<file path="src/rtl/wdt_pkg.sv">
package wdt_pkg;

    localparam int WORD_W  = 32;
    localparam int CNT_W   = 9;
    localparam int KEY_W   = 7;
    localparam int KEY_LSB = 9;
    localparam int CMD_BIT = 8;
    localparam int GRACE   = 10;

    // Key field of a control word
    function automatic logic [KEY_W-1:0] key_of(input logic [WORD_W-1:0] w);
        return w[KEY_LSB +: KEY_W];
    endfunction

    // Reload value taken from the count field; zero stands for 256
    function automatic logic [CNT_W-1:0] reload_of(input logic [WORD_W-1:0] w);
        logic [CNT_W-1:0] f;
        f = w[CNT_W-1:0];
        return (f == '0) ? CNT_W'(1 << (CNT_W-1)) : f;
    endfunction

endpackage

</file>
<file path="src/rtl/wdt_keygate.sv">
module wdt_keygate
    import wdt_pkg::*;
(
    input  logic              wr_en,
    input  logic [WORD_W-1:0] wr_data,
    input  logic [WORD_W-1:0] stored,
    output logic              accept
);
    logic armed;
    logic key_ok;

    always_comb begin
        armed  = stored[CMD_BIT];
        key_ok = (key_of(wr_data) == ~key_of(stored));
        accept = wr_en && (!armed || key_ok);
    end
endmodule

</file>
<file path="src/rtl/wdt_countdown.sv">
module wdt_countdown #(
    parameter int CNT_W = 9,
    parameter int GRACE = 10
) (
    input  logic             clk,
    input  logic             rst_n,
    input  logic             tick,
    input  logic             load,
    input  logic [CNT_W-1:0] load_cnt,
    input  logic             load_run,
    input  logic             nmi_q,
    output logic             expire,
    output logic [CNT_W-1:0] cnt_o,
    output logic             run_o
);
    typedef struct packed {
        logic [CNT_W-1:0] cnt;
        logic             run;
    } cd_state_t;

    cd_state_t s_d, s_q;

    always_comb begin
        expire = tick && s_q.run && (s_q.cnt == CNT_W'(1));
        s_d    = s_q;
        if (load) begin
            s_d.cnt = load_cnt;
            s_d.run = load_run;
        end else if (expire) begin
            if (nmi_q) begin
                s_d.cnt = '0;
                s_d.run = 1'b0;
            end else begin
                s_d.cnt = CNT_W'(GRACE);
            end
        end else if (tick && s_q.run) begin
            s_d.cnt = s_q.cnt - CNT_W'(1);
        end
    end

    always_ff @(posedge clk) begin
        if (!rst_n) s_q <= '0;
        else        s_q <= s_d;
    end

    assign cnt_o = s_q.cnt;
    assign run_o = s_q.run;

    // no tick on a running counter and no load -> value holds
    a_r6_hold: assert property (@(posedge clk) disable iff (!rst_n)
        (!load && !(tick && run_o)) |=> $stable(cnt_o));

    // the first expiry reloads the grace count and keeps running
    a_r7_grace: assert property (@(posedge clk) disable iff (!rst_n)
        (expire && !nmi_q && !load) |=> (cnt_o == CNT_W'(GRACE) && run_o));

    // the second expiry stops the counter
    a_r8_stop: assert property (@(posedge clk) disable iff (!rst_n)
        (expire && nmi_q && !load) |=> (!run_o && cnt_o == '0));
endmodule

</file>
<file path="src/rtl/wdt_expiry.sv">
module wdt_expiry (
    input  logic clk,
    input  logic rst_n,
    input  logic expire,
    input  logic accept,
    output logic nmi,
    output logic reset_req
);
    typedef struct packed {
        logic nmi;
        logic rreq;
    } ex_state_t;

    ex_state_t s_d, s_q;

    always_comb begin
        s_d.rreq = 1'b0;
        s_d.nmi  = s_q.nmi;
        if (accept) begin
            s_d.nmi = 1'b0;
        end else if (expire) begin
            if (s_q.nmi) s_d.rreq = 1'b1;
            else         s_d.nmi  = 1'b1;
        end
    end

    always_ff @(posedge clk) begin
        if (!rst_n) s_q <= '0;
        else        s_q <= s_d;
    end

    assign nmi       = s_q.nmi;
    assign reset_req = s_q.rreq;

    // the reset request lasts one cycle
    a_r8_pulse: assert property (@(posedge clk) disable iff (!rst_n)
        reset_req |=> !reset_req);

    // a reset request only follows a raised NMI
    a_r8_after_nmi: assert property (@(posedge clk) disable iff (!rst_n)
        reset_req |-> nmi);

    // an accepted write leaves no NMI and no reset request
    a_r9_clear: assert property (@(posedge clk) disable iff (!rst_n)
        accept |=> (!nmi && !reset_req));
endmodule

</file>
<file path="src/rtl/keyed_watchdog.sv">
module keyed_watchdog
    import wdt_pkg::*;
(
    input  logic              clk,
    input  logic              rst_n,
    input  logic              tick,
    input  logic              wr_en,
    input  logic [31:0]       wr_data,
    output logic [31:0]       ctrl_o,
    output logic [CNT_W-1:0]  count_o,
    output logic              nmi,
    output logic              reset_req
);
    typedef struct packed {
        logic [WORD_W-1:0] ctrl;
    } top_state_t;

    top_state_t s_d, s_q;
    logic       accept;
    logic       expire;
    logic       run;

    wdt_keygate u_gate (
        .wr_en   (wr_en),
        .wr_data (wr_data),
        .stored  (s_q.ctrl),
        .accept  (accept)
    );

    wdt_countdown #(.CNT_W(CNT_W), .GRACE(GRACE)) u_cnt (
        .clk      (clk),
        .rst_n    (rst_n),
        .tick     (tick),
        .load     (accept),
        .load_cnt (reload_of(wr_data)),
        .load_run (wr_data[CMD_BIT]),
        .nmi_q    (nmi),
        .expire   (expire),
        .cnt_o    (count_o),
        .run_o    (run)
    );

    wdt_expiry u_exp (
        .clk       (clk),
        .rst_n     (rst_n),
        .expire    (expire),
        .accept    (accept),
        .nmi       (nmi),
        .reset_req (reset_req)
    );

    always_comb begin
        s_d = s_q;
        if (accept) s_d.ctrl = wr_data;
    end

    always_ff @(posedge clk) begin
        if (!rst_n) s_q <= '0;
        else        s_q <= s_d;
    end

    assign ctrl_o = s_q.ctrl;

    // a key mismatch while armed leaves the stored word alone
    a_r3_reject: assert property (@(posedge clk) disable iff (!rst_n)
        (wr_en && ctrl_o[CMD_BIT] && (key_of(wr_data) != ~key_of(ctrl_o)))
        |=> $stable(ctrl_o));

    // an accepted write is stored in the next cycle
    a_r4_store: assert property (@(posedge clk) disable iff (!rst_n)
        accept |=> (ctrl_o == $past(wr_data)));

    // the run state follows the command bit of the stored word after a write
    a_r4_run: assert property (@(posedge clk) disable iff (!rst_n)
        accept |=> (run == ctrl_o[CMD_BIT]));
endmodule

</file>
<file path="config.mk">
export PLATFORM = sky130hd
export DESIGN_NAME = keyed_watchdog
export DESIGN_NICKNAME = d
export VERILOG_FILES = /design/src/rtl/wdt_pkg.sv /design/src/rtl/wdt_keygate.sv /design/src/rtl/wdt_countdown.sv /design/src/rtl/wdt_expiry.sv /design/src/rtl/keyed_watchdog.sv
export SDC_FILE = /design/constraint.sdc
export NUM_CORES = 1
export LEC_CHECK = 0
export BUFFER_PORTS_ARGS = -buffer_cell sky130_fd_sc_hd__buf_2
export CORE_ASPECT_RATIO = 0.8
export CORE_MARGIN = 2
export CORE_UTILIZATION = 25
export CTS_BUF_LIST = sky130_fd_sc_hd__clkbuf_4
export DETAILED_ROUTE_END_ITERATION = 8
export PLACE_DENSITY = 0.59
export SYNTH_ARGS = -nofsm -noshare
export SYNTH_HDL_FRONTEND = slang
export SYNTH_HIERARCHICAL = 1
export SYNTH_SLANG_ARGS = --single-unit
</file>
<file path="constraint.sdc">
create_clock -name clk -period 1.6 [get_ports clk]
set_input_delay 0.24 -clock clk [delete_from_list [all_inputs] [get_ports clk]]
set_output_delay 0.24 -clock clk [all_outputs]
set_load 0.05 [all_outputs]
</file>
==> flow_metrics.env, run 1 <==
export IMPL_cts_sinks=44
export IMPL_ir_drop_mv=0.4787
export IMPL_violations="setup timing"
export IMPL_synth_distinct_cells=42
export IMPL_min_from="wr_data[21]"
export IMPL_critPathLaunchType="register"
export IMPL_layout_drive_gt1_share=0.5283
export IMPL_synth_nets=251
export IMPL_grt_max_degree=21
export IMPL_synth_main_ff_cell="dfxtp_1"
export IMPL_layout_common_cells="buf_2 (78), nor2b_1 (32), dfxtp_1 (31)"
export IMPL_final_common_cell="buf_2"
export IMPL_rr_endpoint="u_cnt/cnt_o[6]"
export IMPL_yosysTopAreaCellShare=0.4139
export IMPL_period_share=1.108
export IMPL_row_count=30
export IMPL_dieArea_mm2=0.009272
export IMPL_hold_class="in2reg"
export IMPL_whs_ns=0.1132
export IMPL_antenna_found_initial=0
export IMPL_antenna_cells=0
export IMPL_fin_ws_ns=-0.1732
export IMPL_regToRegSetupSlack_ns=-0.17
export IMPL_cp_data_required_time_ns=1.86
export IMPL_clkTransAtPathRegs_ns=0.15
export IMPL_final_area_mm2=0.003177
export IMPL_synth_seq_cells=44
export IMPL_die_h_um=86.53
export IMPL_min_path_cells=3
export IMPL_setup_tns_final_ns=-2.912
export IMPL_hpwl_um=4221
export IMPL_critPathMaxFanout=8
export IMPL_grt_pass1_vias=1823
export IMPL_root_buffer="clkbuf_4"
export IMPL_powerDensity_mw_per_mm2=943.0
export IMPL_min_to="ctrl_o[21]"
export IMPL_die_x_um=107.2
export IMPL_place_gp_congestion=0.7985
export IMPL_max_cap_violations=0
export IMPL_grt_pass1_wl_um=9287
export IMPL_synth_top_cell_by_area="dfxtp_1"
export IMPL_wl_per_cell_um=14.13
export IMPL_max_freq_ghz=0.5639
export IMPL_coreArea_mm2=0.008371
export IMPL_drc=0
export IMPL_ys_seq_area_frac=0.4139
export IMPL_slew_violations=0
export IMPL_clockBufferDepth=2
export IMPL_synth_area_mm2=0.002128
export IMPL_critPathArrivalTime_ns=2.04
export IMPL_yosys_warnings=6
export IMPL_cp_end_kind="register"
export IMPL_slew_headroom=0.7572
export IMPL_ys_top_cells_by_area="dfxtp_1 (41%), mux2i_1 (15%), nor2b_1 (9.7%)"
export IMPL_start_util=0.2543
export IMPL_fin_skew_ns=0.01070
export IMPL_nets=355
export IMPL_worst_r2r_startpoint="ctrl_o[9]"
export IMPL_min_period_ns=1.773
export IMPL_p_total_uw=2996
export IMPL_vias=1923
export IMPL_reg2reg_depth=8
export IMPL_rsz0062_at_grt="yes"
export IMPL_cts_tree="yes"
export IMPL_numCtsBuffers=5
export IMPL_grt_usage=0.1292
export IMPL_leakagePower_uw=0.001433
export IMPL_h_tree_depth=2
export IMPL_drtIter0Drc=91
export IMPL_wl_um=6075
export IMPL_grt_overflow_total=0
export IMPL_clk_latency_ns=0.37
export IMPL_io_pins=79
export IMPL_hold_viol_final=0
export IMPL_worstSetupPathType="reg2reg"
export IMPL_worst_slew_pin_slew_ns=0.3609
export IMPL_placed_cell_area_mm2=0.002851
export IMPL_area_growth_pct=49.27
export IMPL_postSynthAreaPerCell_um2=9.992
export IMPL_synth_async_reset_ratio=0
export IMPL_io_buffers=78
export IMPL_drtPass1Iterations=4
export IMPL_netlist_instances=213
export IMPL_ant_nets=0
export IMPL_postCtsHoldBufs=0
export IMPL_outcome="finished with violations"
export IMPL_setup_viol=39
export IMPL_avgViaCountPerCell=4.472
export IMPL_synth_edf_count=0
-- stage by stage --
| step | utilization | instances | setup WS, ns |
|---|---|---|---|
| 2_1_floorplan | - | 213 | -0.1785 |
| 5_1_grt | 0.3795 | 430 | -0.2805 |
| 3_3_place_gp | 0.3407 | 415 | -0.1319 |
| 4_1_cts | 0.3637 | 427 | -0.1881 |
| 3_5_place_dp | 0.3407 | 415 | -0.2076 |
| 6_report | 0.3795 | 430 | -0.1732 |
-- worst max-delay path, stage by stage, from the launching register on --
cell and delay [ns]:
dfxtp_4 0.39, xor2_2 0.17, nand4_1 0.18, o22ai_4 0.23
buf_6 0.16, clkinvlp_4 0.15, and3_4 0.22, a21oi_2 0.10
o22ai_1 0.08
-- routing by layer --
layer	wire length, um	up-vias	track usage
met5	0	-	0
met2	2890	69	0.2152
li1	-	951	-
met3	392	4	0.03609
met1	2763	899	0.1671
met4	28	0	0.02952
-- cell type report --
| class | instances | area [um^2] |
|---|---|---|
| multi-input cells | 148 | 1251 |
| well taps | 112 | 140.1 |
| flip-flops and latches | 44 | 919.6 |
| inverters | 5 | 27.53 |
| repair buffers | 113 | 754.5 |
| clock inverters | 3 | 46.29 |
| fillers | 847 | 5194 |
| clock buffers | 5 | 37.54 |
-- synth_stat cells (2+ instances only) --
library cell / number
dfxtp_1: 44
nor2b_1: 33
mux2i_1: 32
a21oi_1: 12
clkbuf_1: 12
xor2_1: 8
nand2_1: 6
inv_1: 5
nand3_1: 4
nor2_1: 4
nor3_1: 4
o21ai_0: 4
buf_12: 3
o22ai_1: 3
xnor2_1: 3
a21o_1: 2
a31oi_1: 2
and2_1: 2
and3_1: 2
ha_1: 2
nand4_1: 2
nor4_1: 2
nor4_2: 2
or3_1: 2
-- timing repair --
| item | 4_1_cts | 5_1_grt |
|---|---|---|
| buffers inserted | 2 | 3 |
| cloned | 2 | 1 |
| resized for setup | 15 | 18 |
| pin swaps | 3 | 8 |
| endpoints found under the setup margin | 38 | 43 |
-- report_power, final --
| group | switching [uW] | total (uW) | internal (uW) |
|---|---|---|---|
| Clock | 415 | 749 | 334 |
| Sequential | 67.9 | 1240 | 1170 |
| Combinational | 589 | 1000 | 416 |
| Total | 1070 | 3000 | 1920 |
-- logic make-up after synthesis --
| group | synth area share |
|---|---|
| XOR/XNOR | 0.04527 |
| adder cells (fa/ha/maj) | 0.01176 |
| multiplexers | 0.1558 |
| AO/OA/AOI/OAI | 0.09230 |
| flip-flops | 0.4139 |
| buffers and inverters | 0.06349 |
| AND/OR/NAND/NOR | 0.2175 |
-- flip-flops by register name (all words and copies together), names as in the netlist --
name	flops
u_exp/reset_req	1
ctrl_o	32
u_cnt/run_o	1
u_exp/nmi	1
u_cnt/cnt_o	9
-- worst max path at each step --
stage | from | to | slack, ns | depth (start not counted)
finish | ctrl_o[9] | u_cnt/cnt_o[6] | -0.17 | 8
global route | ctrl_o[9] | u_cnt/cnt_o[6] | -0.28 | 8
CTS | ctrl_o[10] | u_cnt/cnt_o[3] | -0.19 | 7
detailed placement | wr_data[10] | u_cnt/cnt_o[3] | -0.21 | 8
global placement | wr_data[10] | u_cnt/cnt_o[2] | -0.13 | 9
floorplan | ctrl_o[11] | u_cnt/cnt_o[3] | -0.18 | 7
Power figures use the tool's default switching activity.
==> run 2: changes to the inputs <==
- CORE_UTILIZATION: 25 -> 46
- PLACE_DENSITY: 0.59 -> 0.89
==> run 2 against run 1 <==
  * The flow still finishes with violations (setup timing)
  * Routed wire length fell by 9.3%
  * Non-clock buffer count is 6 lower
  * Register-to-register slack barely moved
  * Die area down 44%
  * Via count is 1.6% lower
  * Clock skew shrank 0.0054 ns
  * Fmax increased by 0.40%
  * Clock power fell by 28%
  * Sequential share of layout area grew 2.5 points
  * Sequential cell count unchanged
  * Critical path type unchanged
  * Largest power group unchanged
  * Highest routed layer unchanged
==> flow_metrics.env, run 2 (synthesized netlist as in run 1, its figures left out) <==
export IMPL_largest_reg_flops=32
export IMPL_nets=349
export IMPL_grt_pass1_vias=1740
export IMPL_ff_latch_area_um2=919.6
export IMPL_row_count=22
export IMPL_worstSetupPathType="reg2reg"
export IMPL_ir_drop_mv=0.7364
export IMPL_grt_overflow_total=0
export IMPL_slew_headroom=0.7413
export IMPL_antenna_found_initial=1
export IMPL_drc=0
export IMPL_critPathArrivalTime_ns=2.04
export IMPL_fin_skew_ns=0.005349
export IMPL_clockBufferDepth=2
export IMPL_critPathMaxFanout=4
export IMPL_cp_end_kind="register"
export IMPL_hold_class="in2reg"
export IMPL_start_util=0.4715
export IMPL_cts_sinks=44
export IMPL_die_x_um=80.05
export IMPL_regToRegSetupSlack_ns=-0.17
export IMPL_die_h_um=64.84
export IMPL_grt_usage=0.2042
export IMPL_max_freq_ghz=0.5662
export IMPL_coreArea_mm2=0.004514
export IMPL_dieArea_mm2=0.005190
export IMPL_outcome="finished with violations"
export IMPL_hpwl_um=3900
export IMPL_min_period_ns=1.766
export IMPL_root_buffer="clkbuf_4"
export IMPL_hold_viol_final=0
export IMPL_rsz0062_at_grt="yes"
export IMPL_powerDensity_mw_per_mm2=930.9
export IMPL_leakagePower_uw=0.001380
export IMPL_worst_slew_pin_slew_ns=0.3851
export IMPL_place_gp_congestion=0.8771
export IMPL_setup_viol=41
export IMPL_cp_data_required_time_ns=1.88
export IMPL_vias=1892
export IMPL_drtPass1Iterations=4
export IMPL_placed_cell_area_mm2=0.002736
export IMPL_drtIter0Drc=109
export IMPL_met1_usage=0.2567
export IMPL_io_buffers=78
export IMPL_clkTransAtPathRegs_ns=0.12
export IMPL_grt_max_degree=29
export IMPL_io_pins=79
export IMPL_period_share=1.104
export IMPL_grt_util_met3=0.03900
export IMPL_wl_um=5513
export IMPL_grt_busiest_layer="met2"
export IMPL_numCtsBuffers=5
export IMPL_fin_ws_ns=-0.1662
export IMPL_p_total_uw=2722
export IMPL_cts_tree="yes"
export IMPL_max_cap_violations=0
export IMPL_area_growth_pct=37.39
export IMPL_clk_latency_ns=0.35
export IMPL_final_common_cell="buf_2"
export IMPL_layout_drive_gt1_share=0.4936
export IMPL_fill_cells=366
export IMPL_met2_usage=0.3521
export IMPL_grt_pass1_wl_um=8204
export IMPL_avgViaCountPerCell=5.072
export IMPL_dpl_cell_count=358
export IMPL_critPathLaunchType="register"
export IMPL_wl_per_cell_um=14.78
export IMPL_multi_input_area_mm2=0.001211
export IMPL_setup_tns_final_ns=-2.628
export IMPL_stdcell_count=373
export IMPL_ant_nets=0
export IMPL_violations="setup timing"
export IMPL_layout_common_cells="buf_2 (78), mux2i_1 (32), nor2b_1 (32)"
export IMPL_slew_violations=0
export IMPL_h_tree_depth=2
export IMPL_final_area_mm2=0.002924
run 2: changes by cell type in the layout (fill, tap and decap cells not counted), moves of 3 or more:
cell	previous run	this run
a21oi_1	7	11
a21oi_2	4	0
buf_6	5	2
mux2i_1	29	32
run 2: path summary, 6_finish.rpt:
check                                  from        endpoint  cells past startpoint
worst max-delay path             ctrl_o[12]  u_cnt/cnt_o[3]                      8
worst min-delay path            wr_data[20]      ctrl_o[20]                      3
worst max register to register   ctrl_o[12]  u_cnt/cnt_o[3]                      8
worst min register to register   ctrl_o[29]      ctrl_o[29]                      2
run 2: what timing repair did:
action | CTS | global route
pin swaps | 5 | 6
setup buffers | 4 | 3
setup endpoints to repair | 40 | 44
hold buffers | 0 | 0
gates resized for setup | 11 | 7
cloned | 0 | 0
run 2: final cells by class:
class,instances,share of cell area
clock buffer,7,0.01797
multi-input combinational,148,0.4142
inverter,5,0.008130
sequential,44,0.3145
tap,60,0.02567
timing repair buffer,107,0.2174
clock inverter,1,0.001284
antenna,1,0.0008558
run 2: stage by stage:
stage          worst slack (ns)  hold WS, ns    util
6_report                -0.1662       0.1446  0.6477
5_1_grt                 -0.2360       0.1307  0.6477
4_1_cts                 -0.1025       0.1421  0.6353
3_5_place_dp            -0.2314       0.4972  0.6062
3_3_place_gp           -0.07937       0.4896  0.6062
2_1_floorplan           -0.1785       0.3682       -
run 2: power breakdown:
group	internal (uW)	switching [uW]	total [uW]
Clock	203	339	542
Combinational	367	578	945
Sequential	1170	61.4	1230
run 2: metal layers:
metal,vias up,share of wire
li1,934,-
met1,883,0.44
met2,66,0.48
met3,9,0.053
met4,0,0.020
met5,-,0
run 2: critical path, cell delays in order (launching register included):
cell,delay [ns]
dfxtp_4,0.37
xor2_1,0.18
nand4_1,0.19
o22ai_4,0.20
buf_12,0.15
and3b_1,0.19
nor3_2,0.15
a31oi_1,0.06
a211oi_1,0.20
